--- config.mk ---
export PLATFORM = sky130hd
export DESIGN_NAME = mcsr_file
export DESIGN_NICKNAME = d
export VERILOG_FILES = /design/src/rtl/mcsr_pkg.sv /design/src/rtl/mcsr_fpstat.sv /design/src/rtl/mcsr_counters.sv /design/src/rtl/mcsr_store.sv /design/src/rtl/mcsr_file.sv
export SDC_FILE = /design/constraint.sdc
export NUM_CORES = 2
export LEC_CHECK = 0
export BUFFER_PORTS_ARGS = -buffer_cell sky130_fd_sc_hd__buf_2
export CAP_MARGIN = 5
export CORE_MARGIN = 3
export CORE_UTILIZATION = 57
export DETAILED_ROUTE_END_ITERATION = 8
export MAX_ROUTING_LAYER = met4
export PLACE_DENSITY = 0.76
export SYNTH_ARGS = -nofsm -noshare
export SYNTH_HDL_FRONTEND = slang
export SYNTH_SLANG_ARGS = --single-unit
--- constraint.sdc ---
create_clock -name clk -period 6 [get_ports clk]
set_input_delay 0.9 -clock clk [delete_from_list [all_inputs] [get_ports clk]]
set_output_delay 0.9 -clock clk [all_outputs]
set_load 0.01 [all_outputs]
--- src/rtl/mcsr_pkg.sv ---
package mcsr_pkg;

    localparam int ADDR_W   = 12;
    localparam int FLAG_W   = 5;
    localparam int RMODE_W  = 3;
    localparam int FPS_W    = FLAG_W + RMODE_W;
    localparam int N_SLOTS  = 8;
    localparam int N_LEVELS = 3;
    localparam int N_STORE  = N_SLOTS * N_LEVELS;
    localparam int IDX_W    = $clog2(N_STORE);

    typedef logic [ADDR_W-1:0] csr_addr_t;

    localparam csr_addr_t A_FLAGS  = 12'h001;
    localparam csr_addr_t A_RMODE  = 12'h002;
    localparam csr_addr_t A_FPALL  = 12'h003;
    localparam csr_addr_t A_CYC_LO = 12'hC00;
    localparam csr_addr_t A_RET_LO = 12'hC02;
    localparam csr_addr_t A_CYC_HI = 12'hC80;
    localparam csr_addr_t A_RET_HI = 12'hC82;
    localparam csr_addr_t A_VEND   = 12'hF11;
    localparam csr_addr_t A_ARCH   = 12'hF12;
    localparam csr_addr_t A_IMPL   = 12'hF13;
    localparam csr_addr_t A_HART   = 12'hF14;
    localparam csr_addr_t A_DESC   = 12'h301;

    localparam logic [63:0] DESC_VALUE = 64'h8000_0000_0010_1129;

    typedef enum logic [1:0] {
        FPV_NONE,
        FPV_FLAGS,
        FPV_RMODE,
        FPV_ALL
    } fp_view_e;

    typedef struct packed {
        logic             hit;
        logic [IDX_W-1:0] idx;
    } store_sel_t;

    function automatic logic read_only_addr(csr_addr_t a);
        return a[11:10] == 2'b11;
    endfunction

    function automatic store_sel_t store_decode(csr_addr_t a);
        store_sel_t s;
        int         lvl;
        int         slot;
        lvl  = -1;
        slot = -1;
        case (a[9:8])
            2'd0:    lvl = 0;
            2'd1:    lvl = 1;
            2'd3:    lvl = 2;
            default: lvl = -1;
        endcase
        case (a[7:0])
            8'h00:   slot = 0;
            8'h04:   slot = 1;
            8'h05:   slot = 2;
            8'h40:   slot = 3;
            8'h41:   slot = 4;
            8'h42:   slot = 5;
            8'h43:   slot = 6;
            8'h44:   slot = 7;
            default: slot = -1;
        endcase
        s.hit = (a[11:10] == 2'b00) && (lvl >= 0) && (slot >= 0);
        s.idx = s.hit ? IDX_W'(lvl * N_SLOTS + slot) : '0;
        return s;
    endfunction

    function automatic fp_view_e fp_view_of(csr_addr_t a);
        case (a)
            A_FLAGS: return FPV_FLAGS;
            A_RMODE: return FPV_RMODE;
            A_FPALL: return FPV_ALL;
            default: return FPV_NONE;
        endcase
    endfunction

endpackage

--- src/rtl/mcsr_fpstat.sv ---
module mcsr_fpstat
    import mcsr_pkg::*;
(
    input  logic             clk,
    input  logic             rst,
    input  fp_view_e         wr_view,
    input  logic [FPS_W-1:0] wr_byte,
    output logic [FPS_W-1:0] fps_q
);

    always_ff @(posedge clk) begin
        if (rst) begin
            fps_q <= '0;
        end else begin
            case (wr_view)
                FPV_FLAGS: fps_q <= {fps_q[FPS_W-1:FLAG_W], wr_byte[FLAG_W-1:0]};
                FPV_RMODE: fps_q <= {wr_byte[RMODE_W-1:0], fps_q[FLAG_W-1:0]};
                FPV_ALL:   fps_q <= wr_byte;
                default:   fps_q <= fps_q;
            endcase
        end
    end

endmodule

--- src/rtl/mcsr_counters.sv ---
module mcsr_counters #(
    parameter int CNT_W = 64
) (
    input  logic             clk,
    input  logic             rst,
    input  logic             retire,
    output logic [CNT_W-1:0] cyc_q,
    output logic [CNT_W-1:0] ret_q
);

    always_ff @(posedge clk) begin
        if (rst) begin
            cyc_q <= '0;
            ret_q <= '0;
        end else begin
            cyc_q <= cyc_q + CNT_W'(1);
            if (retire) begin
                ret_q <= ret_q + CNT_W'(1);
            end
        end
    end

endmodule

--- src/rtl/mcsr_store.sv ---
module mcsr_store
    import mcsr_pkg::*;
#(
    parameter int XLEN = 64
) (
    input  logic             clk,
    input  logic             rst,
    input  logic             wr_en,
    input  logic [IDX_W-1:0] wr_idx,
    input  logic [XLEN-1:0]  wr_data,
    input  logic [IDX_W-1:0] rd_idx,
    output logic [XLEN-1:0]  rd_val
);

    logic [XLEN-1:0] regs [N_STORE];

    for (genvar g = 0; g < N_STORE; g++) begin : g_entry
        always_ff @(posedge clk) begin
            if (rst) begin
                regs[g] <= '0;
            end else if (wr_en && (wr_idx == IDX_W'(g))) begin
                regs[g] <= wr_data;
            end
        end
    end

    always_comb begin
        rd_val = '0;
        for (int i = 0; i < N_STORE; i++) begin
            if (rd_idx == IDX_W'(i)) begin
                rd_val = regs[i];
            end
        end
    end

endmodule

--- src/rtl/mcsr_file.sv ---
module mcsr_file
    import mcsr_pkg::*;
#(
    parameter int XLEN  = 64,
    parameter int CNT_W = 64
) (
    input  logic            clk,
    input  logic            rst,
    input  logic [11:0]     rd_addr,
    output logic [XLEN-1:0] rd_data,
    output logic            rd_illegal,
    input  logic            wr_en,
    input  logic [11:0]     wr_addr,
    input  logic [XLEN-1:0] wr_data,
    output logic            wr_illegal,
    input  logic            retire
);

    localparam int HALF = CNT_W / 2;

    logic             wr_ok;
    store_sel_t       wsel;
    store_sel_t       rsel;
    fp_view_e         wview;
    logic [FPS_W-1:0] fps_q;
    logic [CNT_W-1:0] cyc_q;
    logic [CNT_W-1:0] ret_q;
    logic [XLEN-1:0]  store_val;
    logic             wr_illegal_q;

    assign wr_ok = wr_en && !read_only_addr(wr_addr);
    assign wsel  = store_decode(wr_addr);
    assign rsel  = store_decode(rd_addr);
    assign wview = wr_ok ? fp_view_of(wr_addr) : FPV_NONE;

    mcsr_fpstat u_fps (
        .clk     (clk),
        .rst     (rst),
        .wr_view (wview),
        .wr_byte (wr_data[FPS_W-1:0]),
        .fps_q   (fps_q)
    );

    mcsr_counters #(.CNT_W(CNT_W)) u_cnt (
        .clk    (clk),
        .rst    (rst),
        .retire (retire),
        .cyc_q  (cyc_q),
        .ret_q  (ret_q)
    );

    mcsr_store #(.XLEN(XLEN)) u_store (
        .clk     (clk),
        .rst     (rst),
        .wr_en   (wr_ok && wsel.hit),
        .wr_idx  (wsel.idx),
        .wr_data (wr_data),
        .rd_idx  (rsel.idx),
        .rd_val  (store_val)
    );

    always_ff @(posedge clk) begin
        if (rst) begin
            wr_illegal_q <= 1'b0;
        end else begin
            wr_illegal_q <= wr_en && read_only_addr(wr_addr);
        end
    end

    assign wr_illegal = wr_illegal_q;

    always_comb begin
        rd_data    = '0;
        rd_illegal = 1'b0;
        if (rsel.hit) begin
            rd_data = store_val;
        end else begin
            case (rd_addr)
                A_FLAGS:  rd_data = XLEN'(fps_q[FLAG_W-1:0]);
                A_RMODE:  rd_data = XLEN'(fps_q[FPS_W-1:FLAG_W]);
                A_FPALL:  rd_data = XLEN'(fps_q);
                A_CYC_LO: rd_data = XLEN'(cyc_q[HALF-1:0]);
                A_CYC_HI: rd_data = XLEN'(cyc_q[CNT_W-1:HALF]);
                A_RET_LO: rd_data = XLEN'(ret_q[HALF-1:0]);
                A_RET_HI: rd_data = XLEN'(ret_q[CNT_W-1:HALF]);
                A_DESC:   rd_data = XLEN'(DESC_VALUE);
                A_VEND, A_ARCH, A_IMPL, A_HART: rd_data = '0;
                default:  rd_illegal = 1'b1;
            endcase
        end
    end

endmodule

* Yosys cells after proc, flatten, opt, wreduce, memory -nomap -nowiden *
Memory sizes are Yosys's and may differ from the RTL's.
Cells that the tools add are included.
Widths: inputs -> output; s select.

cells by class
  eq/ne operators = 83
  magnitude comparators = 4
  muxes and demuxes = 135
  bitwise logic cells = 26
  add/sub/neg operators = 4
  reductions and logical operators = 45

operators with widths
  kind                   count
  $mux 64                49
  $pmux 32 s8            2
  $pmux 64 s8            1
  $pmux 32 s3            2
  $add 64x1->64 const B  2
  $ge 32x1->1 const B    4
  $eq 12x12->1 const B   8
  $eq 5x4->1 const B     16
  $eq 5x5->1 const B     16
  $eq 8x7->1 const B     10
  $mux 1                 76
  $eq 12x2->1 const B    4
  $eq 5x3->1 const B     8
  $eq 8x3->1 const B     4
  $logic_and 1x1->1      31
  $eq 12x1->1 const B    2
  $or 1x1->1             24
  $pmux 8 s3             1
  $eq 5x2->1 const B     4
  $logic_not 8->1        2
  $eq 12x10->1 const B   1
  $reduce_or 12->1       1
  $add 5x5->5            2
  $eq 2x2->1 const B     5
  other kinds (11)       22

word-level totals
  bits of input ports = 92
  word-level logic and storage cells = 303
  memory bits (writable) = 1536
  flip-flop bits (word level) = 137
  memories = 1

memory list
  name          words  bits a word  read ports  clocked after memory_dff  wr ports  RTL line          source
  u_store.regs  24     64           24          0                         24        mcsr_store.sv:15  logic [XLEN-1:0] regs [N_STORE];

* Logic depth before layout (Yosys ltp) *
  depth in word-level cells = 32
  mapped depth = 15

* Cells and area by module *
A second synthesis with hierarchy kept.

unflattened totals
  cell total of the unflattened synthesis = 6589
  area, all modules = 78547.8 µm²

by module, submodules not included
  module         instances  cells an instance  seq. area each (µm²)  area an instance (µm²)
  mcsr_store     1          5543               46124.2               70219.8
  mcsr_counters  1          709                2562.5                5914.4
  mcsr_file      1          308                20.0                  2105.8
  mcsr_fpstat    1          29                 160.2                 307.8

* Worst setup path before layout *
No wires, ideal clock.

  path type = input to register
  start = input port wr_addr[3]
  end = memory u_store.regs[7][0], in the netlist u_store.regs[0][448], enable pin
  library setup time = 0.499 ns
  cell stages on the path = 7
  arrival = 5.168 ns
  slack = 0.333 ns
  cell sequence = nor4_1 nand2_1 nor2_1 nand3_1 nor2_1 nand2_1 o21bai_1

RTL lines
  item                RTL line          source
  start: declaration  mcsr_file.sv:13   input logic [11:0] wr_addr,
  end: declaration    mcsr_store.sv:15

* Final worst setup path *
  start = input port rd_addr[5]
  end = output port rd_data[41]

on the way
  longest elaborated chain between the ends = 31
  elaborated cells between the ends (all ways) = 62
  those cells by class = add/sub (1); order compare (1); eq/ne (30); mux (27); reduce/logical (3)

ends and longest elaborated chain
  item                                RTL line          source
  start: declaration                  mcsr_file.sv:9    input logic [11:0] rd_addr,
  $eq 8x7->1 (tied with other cells)  mcsr_pkg.sv:57    case (a[7:0])
  $pmux 32 s8 (*)                     mcsr_pkg.sv:57
  $ge 32x1->1                         mcsr_pkg.sv:68    s.hit = (a[11:10] == 2'b00) && (lvl >= 0) && (slot >= 0);
  $logic_and 1x1->1                   mcsr_pkg.sv:68
  $mux 5                              mcsr_pkg.sv:69    s.idx = s.hit ? IDX_W'(lvl * N_SLOTS + slot) : '0;
  $logic_not 5->1                     mcsr_store.sv:30  if (rd_idx == IDX_W'(i)) begin
  $mux 64 (24 in series)              mcsr_store.sv:30
  $mux 64 (*)                         mcsr_file.sv:75   if (rsel.hit) begin
  end: declaration                    mcsr_file.sv:10   output logic [XLEN-1:0] rd_data,

Mark *: on every way between the ends. The rest lies on a longest branch, timed or not.

==> run summary <==
result of the run: complete, but fails checks
violated checks: negative setup slack
Seq/Total Area, Yosys: 64.11%
first-pass iteration count of the detailed router: 8
EDFF count, synth: 1536
growth of design area from synthesis to finish: 13.41%
max-slew violation count: 0
hold endpoint: wr_illegal
most common flop cell mapped by yosys: edfxtp_1
most frequent cells in the layout: 1548 x and2_1, 1536 x edfxtp_1, 435 x nand2_1
TritonCTS buffer count: 171
per-cell via count in the routed design: 6.867
clock latency on the worst-skew pair: 0.82 ns
flop and latch count out of synthesis: 1673
vias in the first global route: 54930
Tmin final: 6.035 ns
most common cell type on the critical path: buf_2
sum of routed wire length over all layers: 279700 um
required time reported for the critical path endpoint: 5.10 ns
initial antenna violation count: 17
number of buffers added to fix hold violations after cts: 0
data arrival time of the critical path: 5.14 ns
Total Die Area: 0.1382 sq mm
Iter 0 DRT Violations: 10160
Post-Syn Area per Cell: 12.00 sq um
maximum clock path buffer count: 3
CTS Sinks: 1673
Crit path largest cell delay: 0.72 ns
Mapped Nets: 6451
Setup crit start kind: input pin
final core utilization: 65.43%
total count of hold-check failures in the final report: 0
number of warnings printed during yosys synthesis: 0
Final Hold Slack: 0.3978 ns
count of fill cells added during filler insertion: 9701
final cell area excluding filler cells: 0.08645 sq mm
fraction of layout instances using a drive strength above 1: 12.53%
Slew Limit Headroom: 14.77%
DRC violation count after routing: 0
distinct cell type count of the synthesized netlist: 86
Max stage delay cell, worst path: nor3_1
Antenna Violating Nets Remaining: 0
site row count: 133
Clock Skews: 0.008280 ns
Max rail drop VDD: 0.0002961 V
clock slew at the register clock pins of the worst setup and hold paths: 0.07 ns
final total negative setup slack: -0.06353 ns
type of destination of the critical path: output port
slack of the worst reg-to-reg path: 2.28 ns
Chip Width: 371.7 um
remaining global-route overflow: 0
Port Buffer Count: 157
depth of the worst register-to-register path: 9
effective utilization at floorplan: 57.69%
Post-CTS Setup Repair Bufs: 0
biggest fanout along the worst timing path: 6
Max Clock Freq: 165.7 MHz
estimated wirelength of the detail-placed design: 172100 um
mapped cell area: 0.07623 sq mm
endpoint of the most critical register-to-register path: u_cnt.cyc_q[63]
Core Box Area: 0.1321 sq mm
largest net degree at the start of global routing: 73
chip height: 371.7 um
RSZ-0062 raised after global routing: false
number of H-tree levels: 4
cell count after synthesis: 6352
Placed Area: 0.08087 sq mm
share of flip-flops with an asynchronous set or reset after synthesis: 0%
fraction of the cycle the final worst path needs: 100.6%
Root Buffer Master: clkbuf_16
CTS tree: built
worst hold-check path type: input pin to flip-flop
total global routing track utilization: 41.36%
num ports: 158
first-pass GRT wire length: 394900 um
average detailed-routed wire length per instance: 33.38 um
Static Leak: 0.03063 uW
leading cell type in the layout, fill and taps excluded: and2_1
Worst Tran Pin Value: 1.269 ns
routability congestion estimate: 1.023
hold depth: 2
path type of the worst setup path: input pin to output port
worst path cell trace: buf_2 -> or4b_4 -> a211o_1 -> nor2_1 -> buf_4 -> nand3_1 -> nor3_1 -> a211oi_1 -> nand4_1 -> o21ai_0 -> a21oi_1 -> o21a_1 -> buf_2
final-stage net count: 6574
worst-case setup margin in the final layout: -0.03521 ns
overall via count from detail_route: 57530
areal power density over the cells: 290.2 mW/mm^2
total setup violations reported at the end of the flow: 3
worst flop-to-flop path startpoint: u_cnt.cyc_q[3]
beginning of the worst hold path: wr_en
max-cap check violation count: 0
-- what timing repair did --
action	4_1_cts	5_1_grt
resized for setup	1	2
setup endpoints to repair	1	3
pin swaps	1	1
-- per-layer routing --
layer | up-vias | track usage [%] | wire length (um)
met2 | 5067 | 60.12 | 123300
met3 | 1033 | 11.36 | 41280
li1 | 23450 | - | -
met1 | 27990 | 52.08 | 94670
met5 | - | - | 0
met4 | 0 | 24.46 | 20470
-- layout make-up --
cell class	instances	area, sq um	area share [%]
Timing Repair Buffer	475	3939	4.556
Tap cell	1755	2196	2.540
Antenna cell	15	37.54	0.04342
Multi-Input combinational cell	4133	25800	29.85
Sequential cell	1673	48870	56.52
Inverter	21	78.83	0.09118
Clock buffer	204	4467	5.167
Clock inverter	102	1065	1.232
-- sequential cells by signal, indices dropped and copies added (netlist names) --
name,flops
u_cnt.ret_q,64
u_fps.fps_q,8
u_store.regs,1536
wr_illegal,1
u_cnt.cyc_q,64
-- worst max-delay path by stage --
stage	start	endpoint	slack (ns)	cells past startpoint
2_1_floorplan	wr_addr[3]	u_store.regs[0][448]	0.33	7
3_3_place_gp	rd_addr[5]	rd_data[12]	-0.06	13
3_5_place_dp	rd_addr[5]	rd_data[12]	0.01	13
4_1_cts	rd_addr[5]	rd_data[12]	0.09	13
5_1_grt	rd_addr[6]	rd_data[17]	0.003	10
6_report	rd_addr[5]	rd_data[41]	-0.04	13
-- critical path: cells and delay by family --
kind | cells | cell delay [ns]
compound gates | 5 | 1.36
simple gates | 5 | 2.32
buf+inv | 3 | 0.53
-- cell usage after synthesis (22+ instances only) --
| library cell | instances | area, sq um |
|---|---|---|
| a211oi_1 | 30 | 225.2 |
| a21o_1 | 25 | 187.7 |
| a21oi_1 | 233 | 1166 |
| a221o_1 | 46 | 460.4 |
| a221oi_1 | 112 | 980.9 |
| a222oi_1 | 54 | 540.5 |
| a22o_1 | 32 | 280.3 |
| a22oi_1 | 163 | 1224 |
| a31oi_1 | 33 | 206.5 |
| and2_1 | 1548 | 9684 |
| and3_1 | 34 | 212.7 |
| buf_1 | 24 | 90.09 |
| buf_2 | 57 | 285.3 |
| clkbuf_1 | 437 | 1640 |
| dfxtp_1 | 137 | 2743 |
| edfxtp_1 | 1536 | 46120 |
| mux2i_1 | 52 | 520.5 |
| nand2_1 | 437 | 1640 |
| nand3_1 | 134 | 670.6 |
| nand4_1 | 63 | 394.1 |
| nor2_1 | 356 | 1336 |
| nor3_1 | 68 | 340.3 |
| nor4_1 | 36 | 225.2 |
| o211ai_1 | 22 | 165.2 |
| o21ai_0 | 200 | 1001 |
| o221ai_1 | 40 | 350.3 |
| o22ai_1 | 63 | 394.1 |
| or3_1 | 34 | 212.7 |
| xnor2_1 | 27 | 236.5 |
| xor2_1 | 77 | 674.4 |
-- kinds of logic (layout without fill, tap and decap cells) --
group,count (synthesis),count (layout),synth area share [%]
other,0,15,0
xor gates and xnor gates,104,104,1.195
AOI/OAI and AO/OA,1185,1185,10.93
DFF,1673,1673,64.11
and+or+nand+nor,2783,2783,20.11
adders and majority gates,7,7,0.1149
buffers and inverters,546,802,2.836
muxes,54,54,0.7124
-- report_power, final --
group | total, uW | internal [uW] | switching [uW]
Clock | 10700 | 6090 | 4640
Sequential | 13400 | 13200 | 174
Combinational | 965 | 196 | 769
-- per-stage QoR --
stage               instances  power (uW)  setup WS, ns
finish                   8378       25090      -0.03521
global route             8375       25580      0.003298
CTS                      8363       25020       0.09352
detailed placement       8057       14560       0.01469
global placement         8057       14520      -0.06147
floorplan                6352       14010        0.3325
(Power assumes the default switching activity.)
